$ cat src/rtl/skey_pkg.sv
package skey_pkg;
  localparam int unsigned BLK_SHIFT = 11;  // 2 KiB blocks
  localparam int unsigned KEY_W     = 4;

  typedef struct packed {
    logic [KEY_W-1:0] key;
    logic             fprot;
  } skey_t;

  function automatic logic key_match(input logic [KEY_W-1:0] pk, input logic [KEY_W-1:0] bk);
    return (pk == bk) || (pk == '0) || (bk == '0);
  endfunction
endpackage

$ cat src/rtl/skey_table.sv
module skey_table
  import skey_pkg::*;
#(
  parameter int unsigned NBLK  = 32,
  parameter int unsigned IDX_W = 5
) (
  input  logic             clk_i,
  input  logic             rst_ni,
  input  logic             we_i,
  input  logic [IDX_W-1:0] wblk_i,
  input  skey_t            wdata_i,
  input  logic [IDX_W-1:0] ablk_i,
  output skey_t            adata_o,
  input  logic [IDX_W-1:0] rblk_i,
  output skey_t            rdata_o
);
  skey_t [NBLK-1:0] mem_q;

  for (genvar g = 0; g < NBLK; g++) begin : g_ent
    always_ff @(posedge clk_i or negedge rst_ni) begin
      if (!rst_ni)                                     mem_q[g] <= '0;
      else if (we_i && (32'(wblk_i) == 32'(g)))        mem_q[g] <= wdata_i;
    end
  end

  always_comb begin
    adata_o = '0;
    rdata_o = '0;
    for (int i = 0; i < NBLK; i++) begin
      if (32'(ablk_i) == 32'(i)) adata_o = mem_q[i];
      if (32'(rblk_i) == 32'(i)) rdata_o = mem_q[i];
    end
  end
endmodule

$ cat src/rtl/skey_match.sv
module skey_match
  import skey_pkg::*;
(
  input  logic [KEY_W-1:0] pkey_i,
  input  skey_t            blk_i,
  input  logic             write_i,
  input  logic             super_i,
  input  logic             addr_err_i,
  output logic             allow_o
);
  logic checked;

  // reads escape the key test unless the block is fetch-protected
  assign checked = write_i || blk_i.fprot;

  always_comb begin
    if (addr_err_i)    allow_o = 1'b0;
    else if (super_i)  allow_o = 1'b1;
    else if (!checked) allow_o = 1'b1;
    else               allow_o = key_match(pkey_i, blk_i.key);
  end
endmodule

$ cat src/rtl/skey_prot.sv
module skey_prot
  import skey_pkg::*;
#(
  parameter int unsigned MEM_BLOCKS = 32,
  parameter int unsigned ADDR_W     = 24,
  localparam int unsigned IDX_W     = (MEM_BLOCKS > 1) ? $clog2(MEM_BLOCKS) : 1,
  localparam int unsigned BLK_W     = ADDR_W - BLK_SHIFT
) (
  input  logic              clk_i,
  input  logic              rst_ni,
  input  logic              kw_valid_i,
  input  logic              kw_super_i,
  input  logic [IDX_W-1:0]  kw_blk_i,
  input  logic [KEY_W-1:0]  kw_key_i,
  input  logic              kw_fprot_i,
  input  logic [IDX_W-1:0]  kr_blk_i,
  output logic [KEY_W-1:0]  kr_key_o,
  output logic              kr_fprot_o,
  output logic              priv_err_o,
  input  logic              acc_valid_i,
  input  logic [ADDR_W-1:0] acc_addr_i,
  input  logic              acc_write_i,
  input  logic [KEY_W-1:0]  acc_pkey_i,
  input  logic              acc_super_i,
  output logic              chk_valid_o,
  output logic              chk_allow_o,
  output logic              chk_addr_err_o
);
  logic [BLK_W-1:0] blk_full;
  logic [IDX_W-1:0] acc_idx;
  logic             addr_err_c;
  logic             allow_c;
  logic             kw_ok;
  skey_t            acc_ent, rd_ent, wr_ent;

  assign blk_full   = acc_addr_i[ADDR_W-1:BLK_SHIFT];
  assign acc_idx    = blk_full[IDX_W-1:0];
  assign addr_err_c = 32'(blk_full) >= 32'(MEM_BLOCKS);
  assign kw_ok      = kw_valid_i && kw_super_i;
  assign wr_ent     = '{key: kw_key_i, fprot: kw_fprot_i};

  skey_table #(.NBLK(MEM_BLOCKS), .IDX_W(IDX_W)) u_table (
    .clk_i   (clk_i),
    .rst_ni  (rst_ni),
    .we_i    (kw_ok),
    .wblk_i  (kw_blk_i),
    .wdata_i (wr_ent),
    .ablk_i  (acc_idx),
    .adata_o (acc_ent),
    .rblk_i  (kr_blk_i),
    .rdata_o (rd_ent)
  );

  skey_match u_match (
    .pkey_i     (acc_pkey_i),
    .blk_i      (acc_ent),
    .write_i    (acc_write_i),
    .super_i    (acc_super_i),
    .addr_err_i (addr_err_c),
    .allow_o    (allow_c)
  );

  assign kr_key_o   = rd_ent.key;
  assign kr_fprot_o = rd_ent.fprot;

  always_ff @(posedge clk_i or negedge rst_ni) begin
    if (!rst_ni) begin
      chk_valid_o    <= 1'b0;
      chk_allow_o    <= 1'b0;
      chk_addr_err_o <= 1'b0;
      priv_err_o     <= 1'b0;
    end else begin
      chk_valid_o    <= acc_valid_i;
      chk_allow_o    <= acc_valid_i && allow_c;
      chk_addr_err_o <= acc_valid_i && addr_err_c;
      priv_err_o     <= kw_valid_i && !kw_super_i;
    end
  end


  priv_flag_chk: assert property (@(posedge clk_i) disable iff (!rst_ni)
    kw_valid_i && !kw_super_i |=> priv_err_o);

  priv_pulse_chk: assert property (@(posedge clk_i) disable iff (!rst_ni)
    !(kw_valid_i && !kw_super_i) |=> !priv_err_o);

  res_valid_chk: assert property (@(posedge clk_i) disable iff (!rst_ni)
    acc_valid_i |=> chk_valid_o);

  res_idle_chk: assert property (@(posedge clk_i) disable iff (!rst_ni)
    !acc_valid_i |=> !chk_valid_o && !chk_allow_o);

  addr_deny_chk: assert property (@(posedge clk_i) disable iff (!rst_ni)
    chk_addr_err_o |-> !chk_allow_o);

  super_allow_chk: assert property (@(posedge clk_i) disable iff (!rst_ni)
    acc_valid_i && acc_super_i && !addr_err_c |=> chk_allow_o);
endmodule

$ cat config.mk
export PLATFORM = sky130hd
export DESIGN_NAME = skey_prot
export DESIGN_NICKNAME = d
export VERILOG_FILES = /design/src/rtl/skey_pkg.sv /design/src/rtl/skey_table.sv /design/src/rtl/skey_match.sv /design/src/rtl/skey_prot.sv
export SDC_FILE = /design/constraint.sdc
export NUM_CORES = 1
export LEC_CHECK = 0
export CORE_ASPECT_RATIO = 1.1
export CORE_MARGIN = 4
export CORE_UTILIZATION = 45
export DETAILED_ROUTE_END_ITERATION = 7
export PLACE_DENSITY = 0.69
export SLEW_MARGIN = 25
export SYNTH_ARGS = -nofsm -noshare
export SYNTH_HDL_FRONTEND = slang
export SYNTH_SLANG_ARGS = --single-unit
$ cat constraint.sdc
create_clock -name clk_i -period 3.7 [get_ports clk_i]
set_clock_uncertainty 0.2 [all_clocks]
set_input_delay 0.74 -clock clk_i [delete_from_list [all_inputs] [get_ports clk_i]]
set_output_delay 0.74 -clock clk_i [all_outputs]
set_load 0.02 [all_outputs]
==> results.yml <==
worst_setup_path:
  crit_path_end_kind: "output port"
  critPathLaunchType: "primary input"
  crit_chain: "buf_8 -> mux4_2 -> nand2_1 -> o31a_1 -> a2111oi_4 -> o221ai_2 -> a222oi_1 -> o21ai_2 -> a22oi_1 -> buf_4"
  path_class: "in2out"
  crit_start: "kr_blk_i[0]"
  reg2reg_slack_ns: 0.90
  crit_end: "kr_key_o[2]"
  required_ns: 2.76
  rr_worst_depth: 9
  r2r-end: "chk_allow_o$_DFF_PN0_"
  worstPathMaxFanout: 4
  crit_slowest_cell: "a222oi_1"
  crit_arrival_ns: 2.90
  max_stage_delay_ns: 0.57
  reg2reg_from: "u_table.mem_q[94]$_DFFE_PN0P_"
clock_network:
  clock_sinks: 164
  htreeDepth: 4
  cts_tree: "done"
  clk_latency_ns: 0.44
  cts_buffer_depth: 2
  cts_root_buf: "clkbuf_16"
  cts_buffers: 17
  clk_pin_slew_ns: 0.08
pwr:
  p_per_area_nw_per_um2: 408
  p_leak_nw: 5.84
  ir_worst_vdd_uv: 322
routing:
  drtPass1Iterations: 6
  num_vias: 10117
  wl_met2_um: 17400
  antenna_left: 0
  routed_wl_um: 40300
  dr.max_layer_used: "met5"
  viasPerCell: 6.62
  avgRoutedWirePerCell_um: 26.3
  wl_met1_um: 16600
  dr_wl_met3_um: 4330
  dr.first_iter.drc_count: 1291
  drc: 0
layout:
  multi_input_area_um2: 6220
  mostFrequentLayoutCells: "171 x mux2_2, 164 x dfrtp_1, 146 x buf_4"
  nFillCells: 2032
  final_util_pct: 58.1
  drive_gt1_share_pct: 36.2
  mostFrequentLayoutCell: "mux2_2"
  antenna_cells: 0
  fin_area_um2: 13300
  syn_to_final_growth_pct: 26.4
  seq_area_um2: 4100
  nNetsFinal: 1266
synth:
  synth_ff_type: "dfrtp_1"
  syn_avg_cell_area_um2: 9.89
  synth_area_leaders: "dfrtp_1 39%, mux2_2 18%, mux2i_1 3.4%"
  synth_edf_count: 0
  yosysSeqAreaShare_pct: 38.9
  synth_top_area_share_pct: 38.9
  ys_ff_latch: 164
  synth_area_um2: 10500
  syn_inst: 1066
  yosys.area.top_type: "dfrtp_1"
  ys_warn_count: 0
  syn-num-nets: 1116
  ys_types: 78
  async_reset_ff_share_pct: 100
sta:
  tightest_slew_ns: 0.842
  drv_slew: 0
  finalSetupViolCount: 4
  maxSlewHeadroom_pct: 43.9
  rsz0062_at_grt: "yes"
  whs_ns: 0.0535
  fin_crit_ns: 3.84
  fin_crit_sh_pct: 104
  hold_viol: 0
  max_freq_mhz: 261
  timing.final.ws_setup_ns: -0.138
global_route:
  grt_antenna_before_repair: 2
  grt_pass1_wl_um: 60100
  grt_pass1_vias: 9650
  grt_overflow_total: 0
  track_usage_pct: 30.4
  grt_max_degree: 80
floorplan:
  io_pins: 59
  core_um2: 22900
  start_util_pct: 46.0
  die-area_um2: 25900
  die_h_um: 169
  die_w_um: 154
  rows: 58
status:
  failed_checks: "setup timing"
  status: "complete, but fails checks"
run:
  cap_viol_max_count: 0
place:
  io_buffers: 47
  dpl.hpwl_um: 29100
  place_area_um2: 12200
  gp_congestion: 0.973
min_path:
  hold_path_class: "in2async"
synth_stat cells, types with 4 or more instances:
cell / n
mux2_2: 173
dfrtp_1: 164
nor2_1: 71
nand2_1: 70
a21oi_1: 64
o21ai_0: 63
mux2i_1: 36
buf_2: 35
clkbuf_1: 34
nor2b_1: 23
nor3_1: 21
o22ai_1: 21
nand3_1: 19
a31oi_1: 17
inv_1: 17
a22oi_1: 16
nand2b_1: 16
o221ai_1: 13
nand4_1: 10
o211ai_1: 10
a211oi_1: 9
mux4_2: 9
a221oi_1: 8
and3_1: 8
nand3b_1: 8
nor4_1: 7
and2_1: 6
buf_1: 6
and3b_1: 5
nor4b_1: 5
nor4bb_1: 5
o31ai_1: 5
a2111oi_0: 4
a211o_1: 4
buf_4: 4
buf_6: 4
o2bb2ai_1: 4
critical path: cells and delay by family:
kind | cells | cell delay, ns
compound gates | 6 | 1.45
simple gates | 1 | 0.06
mux | 1 | 0.36
buf+inv | 2 | 0.28
timing repair:
item,CTS,global route
gates resized for setup,92,38
cloned,1,0
endpoints found under the setup margin,5,5
pin swaps,27,24
setup buffers,15,5
hold buffers,0,0
where the power goes:
part           leakage (nW)  internal [mW]  switching (mW)
Sequential             2.16           2.03           0.293
Clock                 0.305          0.988           0.921
Combinational          3.38          0.595           0.617
how the worst min path moves through the flow:
stage,startpoint,end,slack [ns],cells past startpoint
5_1_grt,rst_ni,u_table.mem_q[6]$_DFFE_PN0P_,0.09,1
4_1_cts,rst_ni,u_table.mem_q[11]$_DFFE_PN0P_,0.07,1
6_report,rst_ni,u_table.mem_q[12]$_DFFE_PN0P_,0.05,1
2_1_floorplan,rst_ni,chk_addr_err_o$_DFF_PN0_,0.24,0
3_5_place_dp,u_table.mem_q[90]$_DFFE_PN0P_,u_table.mem_q[90]$_DFFE_PN0P_,0.29,1
3_3_place_gp,u_table.mem_q[90]$_DFFE_PN0P_,u_table.mem_q[90]$_DFFE_PN0P_,0.29,1
state kept, by name, summed over array words and instances (netlist names):
name / cells
chk_allow_o: 1
u_table.mem_q: 160
chk_valid_o: 1
chk_addr_err_o: 1
priv_err_o: 1
cell families after synthesis:
family                    after synthesis  synth area share [%]
AOI/OAI and AO/OA                     288                  18.2
and+or+nand+nor                       291                  14.3
xor gates and xnor gates                4                 0.332
DFF                                   164                  38.9
muxes                                 218                  23.8
buffers and inverters                 101                  4.44
final cells by class:
type | count | share of cell area, %
tap | 300 | 2.82
sequential | 164 | 30.8
multi-input combinational | 801 | 46.7
clock buffer | 17 | 3.19
clock inverter | 15 | 1.52
inverter | 18 | 0.535
timing repair buffer | 214 | 14.4
metal layers:
metal / vias up / GRT usage [%]
li1: 4339 / -
met1: 5018 / 43.0
met2: 623 / 44.4
met3: 135 / 7.80
met4: 2 / 12.7
met5: - / 0
through the flow:
stage	setup slack (ns)	power [mW]	setup TNS [ns]	instances
after floorplan	0.0480	2.88	0	1066
after global placement	-0.914	3.42	-4.22	1478
after detailed placement	-0.924	3.44	-4.36	1478
after CTS	-0.0839	5.37	-0.183	1525
after global routing	-0.164	5.62	-0.531	1529
final	-0.138	5.44	-0.198	1529
No activity file was read; power rests on OpenSTA's default activity.
